## src/rtl/iocs_pkg.sv

```systemverilog
package iocs_pkg;
    localparam int ADDR_W    = 16;
    localparam int CODE_W    = 2;
    localparam int BASE_LSB  = CODE_W;

    typedef enum logic [CODE_W-1:0] {
        RNG_4B   = 2'b00,
        RNG_8B   = 2'b01,
        RNG_OFF  = 2'b10,
        RNG_16B  = 2'b11
    } range_code_e;

    typedef struct packed {
        logic [ADDR_W-1:0] word;
    } cfg_state_t;

    typedef struct packed {
        logic sel_n;
    } sel_state_t;
endpackage

```

## src/rtl/iocs_cfg_reg.sv

```systemverilog
module iocs_cfg_reg
    import iocs_pkg::*;
#(
    parameter int WORD_W = ADDR_W,
    localparam int NBYTES = WORD_W / 8
) (
    input  logic              clk,
    input  logic              rst_n,
    input  logic              we,
    input  logic [NBYTES-1:0] be,
    input  logic [WORD_W-1:0] wdata,
    output logic [WORD_W-1:0] word_q
);
    logic [WORD_W-1:0] word_d;
    logic [WORD_W-1:0] word_r;

    always_comb begin
        word_d = word_r;
        for (int b = 0; b < NBYTES; b++) begin
            if (we && be[b]) begin
                word_d[b*8 +: 8] = wdata[b*8 +: 8];
            end
        end
    end

    always_ff @(posedge clk or negedge rst_n) begin
        if (!rst_n) begin
            word_r <= '0;
        end else begin
            word_r <= word_d;
        end
    end

    assign word_q = word_r;

    // a byte whose enable is clear keeps its old value
    a_r1_upper_byte_kept: assert property (@(posedge clk) disable iff (!rst_n)
        (!(we && be[NBYTES-1])) |=> $stable(word_q[WORD_W-1 -: 8]));
    a_r1_lower_byte_kept: assert property (@(posedge clk) disable iff (!rst_n)
        (!(we && be[0])) |=> $stable(word_q[7:0]));
endmodule

```

## src/rtl/iocs_match.sv

```systemverilog
module iocs_match
    import iocs_pkg::*;
#(
    parameter int AW = ADDR_W,
    parameter int CW = CODE_W,
    localparam int LSB = CW
) (
    input  logic [AW-1:0] addr,
    input  logic [AW-1:0] cfg_word,
    output logic          hit
);
    logic [AW-1:LSB] bit_ok;
    logic [CW-1:0]   code;
    logic            dec_off;

    assign code    = cfg_word[CW-1:0];
    assign dec_off = (code == RNG_OFF);

    genvar i;
    generate
        for (i = LSB; i < AW; i++) begin : g_cmp
            if (i < LSB + CW) begin : g_maskable
                // code bit (i-LSB) set means address bit i is ignored
                assign bit_ok[i] = code[i-LSB] | (addr[i] == cfg_word[i]);
            end else begin : g_fixed
                assign bit_ok[i] = (addr[i] == cfg_word[i]);
            end
        end
    endgenerate

    assign hit = !dec_off && (&bit_ok);
endmodule

```

## src/rtl/iocs_sel_out.sv

```systemverilog
module iocs_sel_out
    import iocs_pkg::*;
(
    input  logic clk,
    input  logic rst_n,
    input  logic strobe,
    input  logic is_io,
    input  logic from_secondary,
    input  logic hit,
    output logic sel_n
);
    sel_state_t st_d, st_q;

    always_comb begin
        st_d       = st_q;
        st_d.sel_n = !(strobe && is_io && !from_secondary && hit);
    end

    always_ff @(posedge clk or negedge rst_n) begin
        if (!rst_n) begin
            st_q.sel_n <= 1'b1;
        end else begin
            st_q <= st_d;
        end
    end

    assign sel_n = st_q.sel_n;

    // secondary-bus masters never select
    a_r7_no_secondary: assert property (@(posedge clk) disable iff (!rst_n)
        from_secondary |=> sel_n);
    // memory cycles never select
    a_r8_no_memory: assert property (@(posedge clk) disable iff (!rst_n)
        !is_io |=> sel_n);
    // select released the clock after the strobe drops
    a_r9_release: assert property (@(posedge clk) disable iff (!rst_n)
        !strobe |=> sel_n);
    // select asserted only after a sampled strobe
    a_r9_needs_strobe: assert property (@(posedge clk) disable iff (!rst_n)
        $fell(sel_n) |-> $past(strobe));
endmodule

```

## src/rtl/iocs_decoder.sv

```systemverilog
module iocs_decoder
    import iocs_pkg::*;
(
    input  logic        clk,
    input  logic        rst_n,
    input  logic        cfg_we,
    input  logic [1:0]  cfg_be,
    input  logic [15:0] cfg_wdata,
    output logic [15:0] cfg_rdata,
    input  logic        cyc_strobe,
    input  logic [15:0] cyc_addr,
    input  logic        cyc_is_io,
    input  logic        cyc_from_secondary,
    output logic        sel_n
);
    logic [ADDR_W-1:0] cfg_word;
    logic              hit;

    iocs_cfg_reg #(.WORD_W(ADDR_W)) u_cfg (
        .clk    (clk),
        .rst_n  (rst_n),
        .we     (cfg_we),
        .be     (cfg_be),
        .wdata  (cfg_wdata),
        .word_q (cfg_word)
    );

    iocs_match #(.AW(ADDR_W), .CW(CODE_W)) u_match (
        .addr     (cyc_addr),
        .cfg_word (cfg_word),
        .hit      (hit)
    );

    iocs_sel_out u_sel (
        .clk            (clk),
        .rst_n          (rst_n),
        .strobe         (cyc_strobe),
        .is_io          (cyc_is_io),
        .from_secondary (cyc_from_secondary),
        .hit            (hit),
        .sel_n          (sel_n)
    );

    assign cfg_rdata = cfg_word;

    // a word holding the off code never leads to a select
    a_r6_off_code: assert property (@(posedge clk) disable iff (!rst_n)
        ($past(cfg_word[CODE_W-1:0]) == RNG_OFF) |-> sel_n);
endmodule

```

## config.mk

```make
export PLATFORM = sky130hd
export DESIGN_NAME = iocs_decoder
export DESIGN_NICKNAME = d
export VERILOG_FILES = /design/src/rtl/iocs_pkg.sv /design/src/rtl/iocs_cfg_reg.sv /design/src/rtl/iocs_match.sv /design/src/rtl/iocs_sel_out.sv /design/src/rtl/iocs_decoder.sv
export SDC_FILE = /design/constraint.sdc
export NUM_CORES = 1
export LEC_CHECK = 0
export BUFFER_PORTS_ARGS = -buffer_cell sky130_fd_sc_hd__buf_4
export CAP_MARGIN = 20
export CORE_ASPECT_RATIO = 0.8
export CORE_UTILIZATION = 39
export DETAILED_ROUTE_END_ITERATION = 10
export PLACE_DENSITY = 0.83
export SETUP_SLACK_MARGIN = 0.4
export SLEW_MARGIN = 5
export SYNTH_ARGS = -nofsm -noshare
export SYNTH_HDL_FRONTEND = slang
export SYNTH_SLANG_ARGS = --single-unit
```

## constraint.sdc

```tcl
create_clock -name clk -period 1.6 [get_ports clk]
set_clock_uncertainty 0.1 [all_clocks]
set_input_delay 0.32 -clock clk [delete_from_list [all_inputs] [get_ports clk]]
set_output_delay 0.32 -clock clk [all_outputs]
set_load 0.1 [all_outputs]
```

Yosys cells after proc, flatten, opt, wreduce, memory -nomap -nowiden. Index checks and enable logic that the tools add are counted.

Reduce and logical (&&, ||, !) cells: 10. Equality and inequality tests: 15. Bitwise logic cells: 2.

Operators by type and width (count): $eq A1 B1 Y1 (14); $reduce_and A14 Y1 (1); $logic_and A1 B1 Y1 (6); $logic_not A1 Y1 (3); $eq A2 B2 Y1 const B (1); $or A1 B1 Y1 (2).

Bits of input ports: 40. Output and inout bits: 17. Register bits after elaboration: 17. Word-level logic and storage cells: 30.

Longest topological paths before layout. Gate-level depths: netlist of run 1.

Depth in word-level cells: 6. Depth in mapped cells: 4. Mapped depth without buffers: 4.

Modules after synthesis. A second synthesis of run 1 with hierarchy kept.

Cells, all modules: 57. Area, all modules: 794.5 um^2.

Modules (own cells, without submodules): iocs_cfg_reg (sequential area each 400.4 um^2, times used 1, area each 593.1 um^2, cells an instance 34); iocs_match (sequential area each 0.0 um^2, times used 1, area each 166.4 um^2, cells an instance 21); iocs_sel_out (sequential area each 26.3 um^2, times used 1, area each 35.0 um^2, cells an instance 2).

Worst setup path before layout of run 1. Ideal clock, no wire load.

Path kind: register to register. From: register u_cfg.word_r[3] (netlist: u_cfg.word_q[3]). To: register, netlist name u_sel.sel_n. Cell stages (with the launch flop): 5. Buffers on the path: 0. Data required time: 1384 ps. Setup time: 116 ps. Arrival time: 1560 ps. Clock period less this slack: 1776 ps. Path slack: -176 ps. Cells stage by stage: dfrtp_1 > xnor2_1 > nor2_1 > nor4_2 > o2111ai_1.

Cells in the longest elaborated chain, start to end: 6.

RTL lines: start: declaration (line iocs_cfg_reg.sv:15) `logic [WORD_W-1:0] word_r;`; start signal: assignment (line iocs_cfg_reg.sv:30) `word_r <= word_d;`; $eq A1 B1 Y1 (line iocs_match.sv:24) `assign bit_ok[i] = code[i-LSB] | (addr[i] == cfg_word[i]);`; $or A1 B1 Y1 (line iocs_match.sv:24); $reduce_and A14 Y1 (line iocs_match.sv:31) `assign hit = !dec_off && (&bit_ok);`; $logic_and A1 B1 Y1 (line iocs_match.sv:31); $logic_and A1 B1 Y1 (line iocs_sel_out.sv:16) `st_d.sel_n = !(strobe && is_io && !from_secondary && hit);`; $logic_not A1 Y1 (line iocs_sel_out.sv:16); via u_sel.st_d (line iocs_sel_out.sv:12) `sel_state_t st_d, st_q;`.

The timed path passes the listed nets, and every way through them passes these cells. A chain may end at the register's enable or synchronous reset.

Worst setup path in the final report of run 1.
From: register, netlist name u_sel.sel_n. To: output sel_n.

RTL lines: end: declaration (line iocs_decoder.sv:14) `output logic sel_n`.

No word-level cell between the ends.

==> summary.md, run 1 <==
| Metric | Value |
|---|---|
| Core area | `1890 µm²` |
| Synth Cell Area | `793 µm²` |
| Sum Neg Setup Slack | `0 ns` |
| Initial core utilization | `41.9%` |
| RSZ-0062 raised after global routing | `yes` |
| Data arrival, critical path | `1.09 ns` |
| Die footprint | `2220 µm²` |
| Worst hold path type | `in2reg` |
| DR pass1 iterations | `4` |
| Post-synthesis mux area share | `22.7%` |
| Routability cong. | `0.665` |
| XOR/XNOR Fraction of Synth Area | `15.5%` |
| Total of warnings raised by yosys | `0` |
| Pleak | `0.696 nW` |
| Slew Limit Fails | `0` |
| Synth Area in Adders | `0%` |
| Cell variety after synth | `12` |
| Crit path kind | `reg2out` |
| Mapped Cells | `57` |
| Row count | `14` |
| Crit Path Max Fanout | `1` |
| CTS tree | `yes` |
| Mapped Nets | `97` |
| CP required | `1.18 ns` |
| Status | `completed` |
| Largest net degree at the start of global routing | `18` |
| Setup-failing EPs final | `0` |
| Main combinational cell family by area after synthesis | `multiplexers` |
| TritonCTS Buffers | `3` |
| Total power | `0.00182 W` |
| GR Overflow Total | `0` |
| # IOs | `57` |
| Worst Setup Start Kind | `flip-flop` |
| Area grow syn2layout | `97.3%` |
| Fill count | `90` |
| Die height | `42.3 µm` |
| H-tree levels | `1` |
| Slowest CP cell | `dfstp_4` |
| Vias in the first global route | `779` |
| Residual DRC | `0` |
| Global-route wire length before repair | `4.02 mm` |
| Fmax | `660 MHz` |
| Critical path cell sequence | `buf_12` |
| Post-DP HPWL | `1.43 mm` |
| Min Tclk post-route | `1.51 ns` |
| Number of I/O port buffers | `54` |
| Final Non-Filler Cells | `145` |
| Synth Area in Compound Gates | `1.10%` |
| Max-cap violation count | `0` |
| Rel. slew slack | `79.1%` |
| N_diodes | `0` |
| Synth Register Bits | `17` |
| Clock transition at path regs | `0.10 ns` |
| Max Root-Sink Buffers | `2` |
| Max VDD drop | `0.913 mV` |
| Total GRT Usage | `26.1%` |
| CP Buf/Inv Count | `1` |
| Share of layout cells above drive strength 1 | `83.5%` |
| Final instance area | `1570 µm²` |
| Die Wd | `52.4 µm` |
| Slew @ Worst Pin | `0.311 ns` |
| Seq/Total Area, Yosys | `53.8%` |
| Initial antenna violation count | `0` |
| Area of the multi-input gates | `379 µm²` |
| Power density over cell area | `1170 nW/µm²` |
| Vias | `732` |
| Synth Area in Simple Gates | `6.94%` |
| Wire per inst | `17.3 µm` |
| Drt total wl | `2.51 mm` |
| Setup crit end kind | `primary output` |
| CP top delay family | `flip-flops` |
| Final Util | `82.7%` |
| Register area | `463 µm²` |
| Later-pin clock latency in the skew report | `0.29 ns` |
| Final hold viol count | `0` |
| Tcrit/Tclk final | `94.7%` |
| Syn avg cell area | `13.9 µm²` |
| First DRT Iteration DRCs | `4` |
| Clock root buffer | `clkbuf_4` |
| Routed vias/inst | `5.05` |
| TritonCTS Sinks | `17` |
| Inst Count DP | `135` |
| Dpl cell area | `1260 µm²` |
| Antenna viol nets, final | `0` |
| CP peak stage delay | `0.63 ns` |
| Final net count | `162` |
-- layer usage --
layer  routed length, µm  GRT usage [%]
met1                1020           32.3
met2                1220           43.3
met3                 195           5.43
met4                  72           11.6
met5                   0              0
-- report_power, final --
part | internal [W] | switching (W)
registers | 0.000510 | 0.0000867
logic | 0.000402 | 0.000587
clock network | 0.0000931 | 0.000146
-- final cells by class --
| class | instances | share of cell area [%] |
|---|---|---|
| Timing Repair Buffer | 60 | 42.5 |
| Sequential cell | 17 | 29.6 |
| Multi-Input combinational cell | 40 | 24.2 |
| Tap cell | 24 | 1.92 |
| Clock buffer | 3 | 1.44 |
| Clock inverter | 1 | 0.320 |
-- kinds of logic (layout without fill, tap and decap cells) --
group                  count (synthesis)  in the layout
AO/OA/AOI/OAI                          1              1
XOR/XNOR                              14             14
buffers and inverters                  0             64
flip-flops                            17             17
multiplexers                          16             16
AND/OR/NAND/NOR                        9              9
-- path summary, 6_finish.rpt --
check                                   end             start  slack (ns)  cells after the start
max                                   sel_n       u_sel.sel_n        0.09                      1
min                        u_cfg.word_q[11]     cfg_wdata[11]        0.15                      2
max reg2reg                     u_sel.sel_n  u_cfg.word_q[12]        0.14                      3
min reg2reg                u_cfg.word_q[13]  u_cfg.word_q[13]        0.49                      1
max in group asynchronous       u_sel.sel_n             rst_n        0.83                      2
min in group asynchronous   u_cfg.word_q[2]             rst_n        0.31                      2
-- sequential cells by signal, summed over array words and instances, names as in the netlist --
| signal | count |
|---|---|
| u_cfg.word_q | 16 |
| u_sel.sel_n | 1 |
-- repair_timing --
action	4_1_cts	5_1_grt
endpoints found under the setup margin	18	18
hold buffers	1	0
resized for setup	50	3
hold endpoints to repair	16	0
buffers inserted	5	0
-- stage by stage --
| stage | setup WS (ns) | hold slack, ns |
|---|---|---|
| 3_5_place_dp | 0.251 | 0.0956 |
| 3_3_place_gp | 0.251 | 0.0959 |
| 4_1_cts | 0.0763 | 0.143 |
| 5_1_grt | 0.0644 | 0.140 |
| 6_report | 0.0853 | 0.147 |
| 2_1_floorplan | 0.191 | -0.0756 |
-- placed cells by master, fill, tap and decap left out, types with 2 or more instances in the layout --
cell / instances
clkbuf_4: 3
buf_12: 17
dfrtp_2: 11
xnor2_1: 5
nor2_1: 2
nor4_2: 3
buf_4: 42
xor2_1: 9
mux2_2: 16
dfrtp_4: 5
nand2_2: 2
-- cells in the mapped netlist (all sizes together) --
library cell	n	area (µm²)
dfrtp	16	400
mux2	16	180
xor2	9	78.8
xnor2	5	43.8
nand2	3	16.3
nor4	3	25.0
nor2	2	7.51
dfstp	1	26.3
nand4	1	6.26
o2111ai	1	8.76
(Power assumes the default switching activity.)
==> inputs of run 2 (changes only) <==
--- a/config.mk
+++ b/config.mk
@@ -15,4 +15,5 @@
 export SLEW_MARGIN = 5
 export SYNTH_ARGS = -nofsm -noshare
 export SYNTH_HDL_FRONTEND = slang
+export SYNTH_HIERARCHICAL = 1
 export SYNTH_SLANG_ARGS = --single-unit
==> summary.md, run 2 <==
| Metric | Value |
|---|---|
| Reg-to-Reg End | `u_sel/sel_n (was u_sel.sel_n)` |
| Tcrit/Tclk final | `100% (was 94.7%)` |
| Mapped Nets | `97 (unchanged)` |
| TritonCTS Buffers | `3 (unchanged)` |
| Clock transition at path regs | `0.09 ns (was 0.10 ns)` |
| # IOs | `57 (unchanged)` |
| Die footprint | `2220 µm² (about the same)` |
| Cell variety after synth | `12 (unchanged)` |
| Wire per inst | `14.7 µm (was 17.3 µm)` |
| Commonest cells post-synth | `16 x dfrtp_1, 16 x mux2_2, 9 x xnor2_1, 5 x xor2_1 (was 16 x dfrtp_1, 16 x mux2_2, 9 x xor2_1, 5 x xnor2_1)` |
| Top sig layer | `met4 (unchanged)` |
| Antenna viol nets, final | `0 (unchanged)` |
| Routed length on met1 | `747 µm (was 1.02 mm)` |
| Max Root-Sink Buffers | `2 (unchanged)` |
| Residual DRC | `0 (unchanged)` |
| Clock root buffer | `clkbuf_4 (unchanged)` |
| Dpl cell area | `1260 µm² (about the same)` |
| Core area | `1890 µm² (unchanged)` |
| Worst Setup Start Kind | `flip-flop (unchanged)` |
| Top cells by area, synth | `dfrtp_1 50%, mux2_2 23%, xnor2_1 9.9% (was dfrtp_1 50%, mux2_2 23%, xor2_1 9.9%)` |
| Die Wd | `52.5 µm (was 52.4 µm)` |
| TritonCTS Sinks | `17 (unchanged)` |
| Initial antenna violation count | `0 (unchanged)` |
| Rel. slew slack | `83.5% (was 79.1%)` |
| DR WL met2 | `1.17 mm (was 1.22 mm)` |
| Most frequent cells in the layout | `41 x buf_4, 17 x buf_12, 16 x mux2_2, 14 x dfrtp_2, 9 x xnor2_1 (was 42 x buf_4, 17 x buf_12, 16 x mux2_2, 11 x dfrtp_2, 9 x xor2_1)` |
| Share of layout cells above drive strength 1 | `81.8% (was 83.5%)` |
| Drt total wl | `2.13 mm (was 2.51 mm)` |
| Slew Limit Fails | `0 (unchanged)` |
| Inst Count DP | `135 (unchanged)` |
| Final instance area | `1560 µm² (was 1570 µm²)` |
| Slew @ Worst Pin | `0.246 ns (was 0.311 ns)` |
| CP required | `1.18 ns (about the same)` |
| Row count | `14 (unchanged)` |
| Number of I/O port buffers | `54 (unchanged)` |
| Fmax | `623 MHz (was 660 MHz)` |
| Max VDD drop | `1.13 mV (was 0.913 mV)` |
| Power density over cell area | `1150 nW/µm² (was 1170 nW/µm²)` |
| R2R cell count | `5 (was 3)` |
| WHS | `0.103 ns (was 0.147 ns)` |
| Die height | `42.4 µm (was 42.3 µm)` |
| Routed vias/inst | `4.79 (was 5.05)` |
| Hold Path Sink | `u_sel/sel_n (was u_cfg.word_q[11])` |
| Pleak | `0.683 nW (was 0.696 nW)` |
| Worst hold path type | `in2reg (unchanged)` |
| Synth Cell Area | `795 µm² (was 793 µm²)` |
| Initial core utilization | `42.0% (was 41.9%)` |
| Syn avg cell area | `13.9 µm² (about the same)` |
| Vias | `695 (was 732)` |
| Final hold viol count | `0 (unchanged)` |
| Hold path startpoint | `cyc_strobe (was cfg_wdata[11])` |
| Area grow syn2layout | `95.7% (was 97.3%)` |
| Async S/R FF share, synth | `100% (unchanged)` |
| Max-cap violation count | `0 (unchanged)` |
| Failing checks | `negative setup slack` |
| Routability cong. | `0.633 (was 0.665)` |
| Worst hold stages | `2 (unchanged)` |
| Global-route wire length before repair | `3.46 mm (was 4.02 mm)` |
| Largest net degree at the start of global routing | `18 (unchanged)` |
| H-tree levels | `1 (unchanged)` |
| Data arrival, critical path | `1.19 ns (was 1.09 ns)` |
| Most common cell after layout, fill and taps aside | `buf_4 (unchanged)` |
| Crit path kind | `reg2out (unchanged)` |
| Later-pin clock latency in the skew report | `0.28 ns (was 0.29 ns)` |
| First DRT Iteration DRCs | `1 (was 4)` |
| Met3 routed WL | `162 µm (was 195 µm)` |
| Final Non-Filler Cells | `145 (unchanged)` |
| Setup-failing EPs final | `1 (was 0)` |
| Setup crit end kind | `primary output (unchanged)` |
| Synth Register Bits | `17 (unchanged)` |
| Status | `finished, violations left (was completed)` |
| DR pass1 iterations | `3 (was 4)` |
| RSZ-0062 raised after global routing | `yes (unchanged)` |
| Total GRT Usage | `22.4% (was 26.1%)` |
| Worst flop-to-flop path startpoint | `u_cfg/word_q[11] (was u_cfg.word_q[12])` |
| Final Util | `82.2% (was 82.7%)` |
| Mapped Cells | `57 (unchanged)` |
| Final net count | `162 (unchanged)` |
| Flop2flop setup slack | `0.06 ns (was 0.14 ns)` |
| GR Overflow Total | `0 (unchanged)` |
| Min Tclk post-route | `1.61 ns (was 1.51 ns)` |
| Worst setup margin | `-0.00515 ns (was 0.0853 ns)` |
| Max FFs per register | `16 (unchanged)` |
| Main flop type after synthesis | `dfrtp_1 (unchanged)` |
| Cell taking the most area after synthesis | `dfrtp_1 (unchanged)` |
| Vias in the first global route | `771 (was 779)` |
| Crit. Startpoint | `u_cfg/word_q[11] (was u_sel.sel_n)` |
| Crit Path Max Fanout | `2 (was 1)` |
| Total of warnings raised by yosys | `6 (was 0)` |
| Seq/Total Area, Yosys | `53.7% (was 53.8%)` |
| Number of synthesized flops with an enable pin | `0 (unchanged)` |
| N_diodes | `0 (unchanged)` |
| Post-synth top area share | `50.4% (was 50.5%)` |
| CTS tree | `yes (unchanged)` |
## run 2: changes by cell type in the layout (fill, tap and decap cells not counted), moves of 3 or more
cell	before	now
xor2_1	9	5
dfrtp_2	11	14
xnor2_1	5	9
dfrtp_4	5	2
## run 2: cell families (layout without fill, tap and decap cells)
family          Yosys count  in the layout  synth area share, %
compound gates            1              1                0.629
xor+xnor                 14             14                 15.4
mux                      16             16                 22.7
simple gates              9              9                 7.56
flops                    17             17                 53.7
buf+inv                   0             64                    0
## run 2: repair_timing
item	in CTS	in global routing
pin swaps	1	0
gates cloned	0	0
endpoints found under the hold margin	16	0
gates resized for setup	47	6
hold buffers	1	0
setup buffers	4	1
setup endpoints to repair	18	18
## run 2: worst max path at each step
stage          slack (ns)             to
3_3_place_gp         0.10    u_sel/sel_n
6_report           -0.005  cfg_rdata[11]
4_1_cts              0.07          sel_n
3_5_place_dp         0.07    u_sel/sel_n
2_1_floorplan        0.02    u_sel/sel_n
5_1_grt             -0.07    u_sel/sel_n
## run 2: worst max-delay path: stages (launching register included)
cell	delay, ns
dfrtp_4	0.49
buf_4	0.15
buf_6	0.11
buf_12	0.15
## run 2: final cells by class
cell class,instances,area [µm²]
Multi-Input combinational cell,40,374
Sequential cell,17,455
Fill cell,114,337
Timing Repair Buffer,60,669
Tap cell,24,30.0
Clock buffer,4,26.3
## run 2: stage by stage
| stage | setup WS, ns | TNS [ns] | power (W) |
|---|---|---|---|
| after floorplan | 0.0249 | 0 | 0.00113 |
| after global placement | 0.101 | 0 | 0.00133 |
| after detailed placement | 0.0718 | 0 | 0.00135 |
| after CTS | 0.0737 | 0 | 0.00177 |
| after global routing | -0.0668 | -0.112 | 0.00186 |
| final | -0.00515 | -0.00515 | 0.00179 |
## run 2: power by group
part | internal [W] | total [W] | switching [W] | leakage (nW)
Combinational | 0.000408 | 0.000985 | 0.000576 | 0.486
Clock | 0.0000968 | 0.000221 | 0.000124 | 0.0150
Sequential | 0.000505 | 0.000588 | 0.0000828 | 0.182
## run 2: per-layer routing
metal	vias to the layer above	global-route usage, %
met2	37	38.7
met5	-	0
met3	6	8.33
met1	323	24.8
met4	0	7.89
li1	329	-
==> inputs of run 3 (changes only) <==
--- a/config.mk
+++ b/config.mk
@@ -5,7 +5,7 @@
 export SDC_FILE = /design/constraint.sdc
 export NUM_CORES = 1
 export LEC_CHECK = 0
-export BUFFER_PORTS_ARGS = -buffer_cell sky130_fd_sc_hd__buf_4
+export BUFFER_PORTS_ARGS = -buffer_cell sky130_fd_sc_hd__buf_2
 export CAP_MARGIN = 20
 export CORE_ASPECT_RATIO = 0.8
 export CORE_UTILIZATION = 39
@@ -15,5 +15,4 @@
 export SLEW_MARGIN = 5
 export SYNTH_ARGS = -nofsm -noshare
 export SYNTH_HDL_FRONTEND = slang
-export SYNTH_HIERARCHICAL = 1
 export SYNTH_SLANG_ARGS = --single-unit
==> summary.md, run 3 (same netlist as run 1, synthesis figures left out) <==
| Metric | Value |
|---|---|
| Final net count | `162 (unchanged)` |
| R2R cell count | `4 (was 5)` |
| Flop2flop setup slack | `0.13 ns (was 0.06 ns)` |
| Initial antenna violation count | `0 (unchanged)` |
| Fill count | `119 (was 114)` |
| Fmax | `665 MHz (was 623 MHz)` |
| Sum Neg Setup Slack | `0 ns (was -0.00515 ns)` |
| Power density over cell area | `1210 nW/µm² (was 1150 nW/µm²)` |
| Max-cap violation count | `0 (unchanged)` |
| Switch share | `44.7% (was 43.7%)` |
| Post-DP HPWL | `1.42 mm` |
| Pint | `0.000982 W (was 0.00101 W)` |
| Clock root buffer | `clkbuf_4 (unchanged)` |
| Most common cell after layout, fill and taps aside | `buf_2 (was buf_4)` |
| TritonCTS Buffers | `3 (unchanged)` |
| Vias in the first global route | `738 (was 771)` |
| Rel. slew slack | `74.9% (was 83.5%)` |
| WHS | `0.156 ns (was 0.103 ns)` |
| Vias | `720 (was 695)` |
| Slew @ Worst Pin | `0.377 ns (was 0.246 ns)` |
| GR Overflow Total | `0 (unchanged)` |
| DR pass1 iterations | `4 (was 3)` |
| Share of layout cells above drive strength 1 | `81.8% (unchanged)` |
| Routed vias/inst | `4.97 (was 4.79)` |
| Residual DRC | `0 (unchanged)` |
| Crit Path Max Fanout | `1 (was 2)` |
| P_sw | `0.000794 W (was 0.000784 W)` |
| Slew Limit Fails | `0 (unchanged)` |
| Max FFs per register | `16 (unchanged)` |
| Tcrit/Tclk final | `94.0% (was 100%)` |
| Die footprint | `2220 µm² (about the same)` |
| Die Wd | `52.4 µm (was 52.5 µm)` |
| Worst hold stages | `2 (unchanged)` |
| Min Tclk post-route | `1.50 ns (was 1.61 ns)` |
| Combinational fraction of design power | `53.5% (was 54.9%)` |
| Routability cong. | `0.666 (was 0.633)` |
| Proportion of power drawn by the clock network | `13.0% (was 12.3%)` |
| Die height | `42.3 µm (was 42.4 µm)` |
| Global-route wire length before repair | `3.25 mm (was 3.46 mm)` |
| N_diodes | `0 (unchanged)` |
| Reg-to-Reg End | `u_sel.sel_n (was u_sel/sel_n)` |
| Slowest CP cell | `dfstp_4 (was dfrtp_4)` |
| Final hold viol count | `0 (unchanged)` |
| Worst hold path type | `in2reg (unchanged)` |
| Status | `completed (was finished, violations left)` |
| Sequential share of power | `33.6% (was 32.8%)` |
| Final instance area | `1470 µm² (was 1560 µm²)` |
| Area grow syn2layout | `84.7% (was 95.7%)` |
| Core area | `1890 µm² (unchanged)` |
| Wire per inst | `15.3 µm (was 14.7 µm)` |
| CTS tree | `yes (unchanged)` |
| Register area | `463 µm² (was 455 µm²)` |
| Initial core utilization | `41.9% (was 42.0%)` |
| Hold path startpoint | `cfg_wdata[4] (was cyc_strobe)` |
| First DRT Iteration DRCs | `13 (was 1)` |
| Dpl cell area | `1140 µm² (was 1260 µm²)` |
| CP Buf/Inv Count | `1 (was 3)` |
| Setup crit end kind | `primary output (unchanged)` |
| Number of I/O port buffers | `54 (unchanged)` |
| H-tree levels | `1 (unchanged)` |
| Max Root-Sink Buffers | `2 (unchanged)` |
| Pleak | `0.661 nW (was 0.683 nW)` |
| # IOs | `57 (unchanged)` |
| RSZ-0062 raised after global routing | `yes (unchanged)` |
| Most frequent cells in the layout | `37 x buf_2, 17 x buf_12, 16 x mux2_2, 11 x dfrtp_2, 9 x xor2_1 (was 41 x buf_4, 17 x buf_12, 16 x mux2_2, 14 x dfrtp_2, 9 x xnor2_1)` |
| Critical path cell sequence | `buf_12 (was buf_4, buf_6, buf_12)` |
| Clock transition at path regs | `0.10 ns (was 0.09 ns)` |
| CP peak stage delay | `0.63 ns (was 0.49 ns)` |
| Total GRT Usage | `20.7% (was 22.4%)` |
| Hold Path Sink | `u_cfg.word_q[4] (was u_sel/sel_n)` |
| Drt total wl | `2.22 mm (was 2.13 mm)` |
| Area of the multi-input gates | `373 µm² (was 374 µm²)` |
| Max VDD drop | `0.799 mV (was 1.13 mV)` |
| TritonCTS Sinks | `17 (unchanged)` |
| Worst Setup Start Kind | `flip-flop (unchanged)` |
| Data arrival, critical path | `1.08 ns (was 1.19 ns)` |
| Row count | `14 (unchanged)` |
| CP top delay family | `flip-flops (unchanged)` |
| Crit path kind | `reg2out (unchanged)` |
| Total power | `0.00178 W (was 0.00179 W)` |
| Antenna viol nets, final | `0 (unchanged)` |
| Setup-failing EPs final | `0 (was 1)` |
| Largest net degree at the start of global routing | `18 (unchanged)` |
| Later-pin clock latency in the skew report | `0.29 ns (was 0.28 ns)` |
| CP required | `1.18 ns (about the same)` |
| Worst flop-to-flop path startpoint | `u_cfg.word_q[3] (was u_cfg/word_q[11])` |
[run 3: changes by cell type in the layout (fill, tap and decap cells not counted), moves of 3 or more]
cell	change
buf_2	+37
buf_4	-36
xnor2_1	-4
xor2_1	+4
dfrtp_2	-3
dfrtp_4	+3
[run 3: what timing repair did]
| item | 4_1_cts | 5_1_grt |
|---|---|---|
| resized for setup | 59 | 6 |
| hold buffers | 1 | 0 |
| endpoints found under the setup margin | 18 | 18 |
| endpoints found under the hold margin | 16 | 0 |
| buffers inserted | 5 | 0 |
[run 3: worst max-delay path by stage]
| stage | slack, ns | endpoint | depth (start not counted) | startpoint |
|---|---|---|---|---|
| 4_1_cts | 0.09 | sel_n | 1 | u_sel.sel_n |
| 6_report | 0.1 | sel_n | 1 | u_sel.sel_n |
| 5_1_grt | 0.07 | sel_n | 1 | u_sel.sel_n |
| 3_5_place_dp | 0.17 | u_sel.sel_n | 4 | u_cfg.word_q[11] |
| 3_3_place_gp | 0.24 | u_sel.sel_n | 4 | u_cfg.word_q[11] |
| 2_1_floorplan | 0.19 | u_sel.sel_n | 4 | u_cfg.word_q[3] |
[run 3: per-stage QoR]
stage | setup WS [ns] | util [%] | cells
6_report | 0.0961 | 77.4 | 145
3_3_place_gp | 0.240 | 60.5 | 135
5_1_grt | 0.0703 | 77.4 | 145
3_5_place_dp | 0.172 | 60.5 | 135
2_1_floorplan | 0.191 | - | 57
4_1_cts | 0.0925 | 76.0 | 145
[run 3: final cells by class]
cell class,instances,share of cell area (%)
timing repair buffer,60,39.1
sequential,17,31.6
multi-input combinational,40,25.4
tap,24,2.05
clock buffer,4,1.79
[run 3: power by group through the flow]
stage	combinational [W]	sequential [W]	clock [W]
2_1_floorplan	0.000122	0.00101	0
3_3_place_gp	0.000705	0.000564	0
3_5_place_dp	0.000713	0.000571	0
4_1_cts	0.000920	0.000590	0.000232
5_1_grt	0.000979	0.000605	0.000250
6_report	0.000949	0.000596	0.000230
[run 3: layer usage]
layer	GRT usage [%]	part of all wire [%]
met5	0	0
met4	7.89	0.95
met3	4.35	7.0
met2	34.7	51
met1	25.8	41
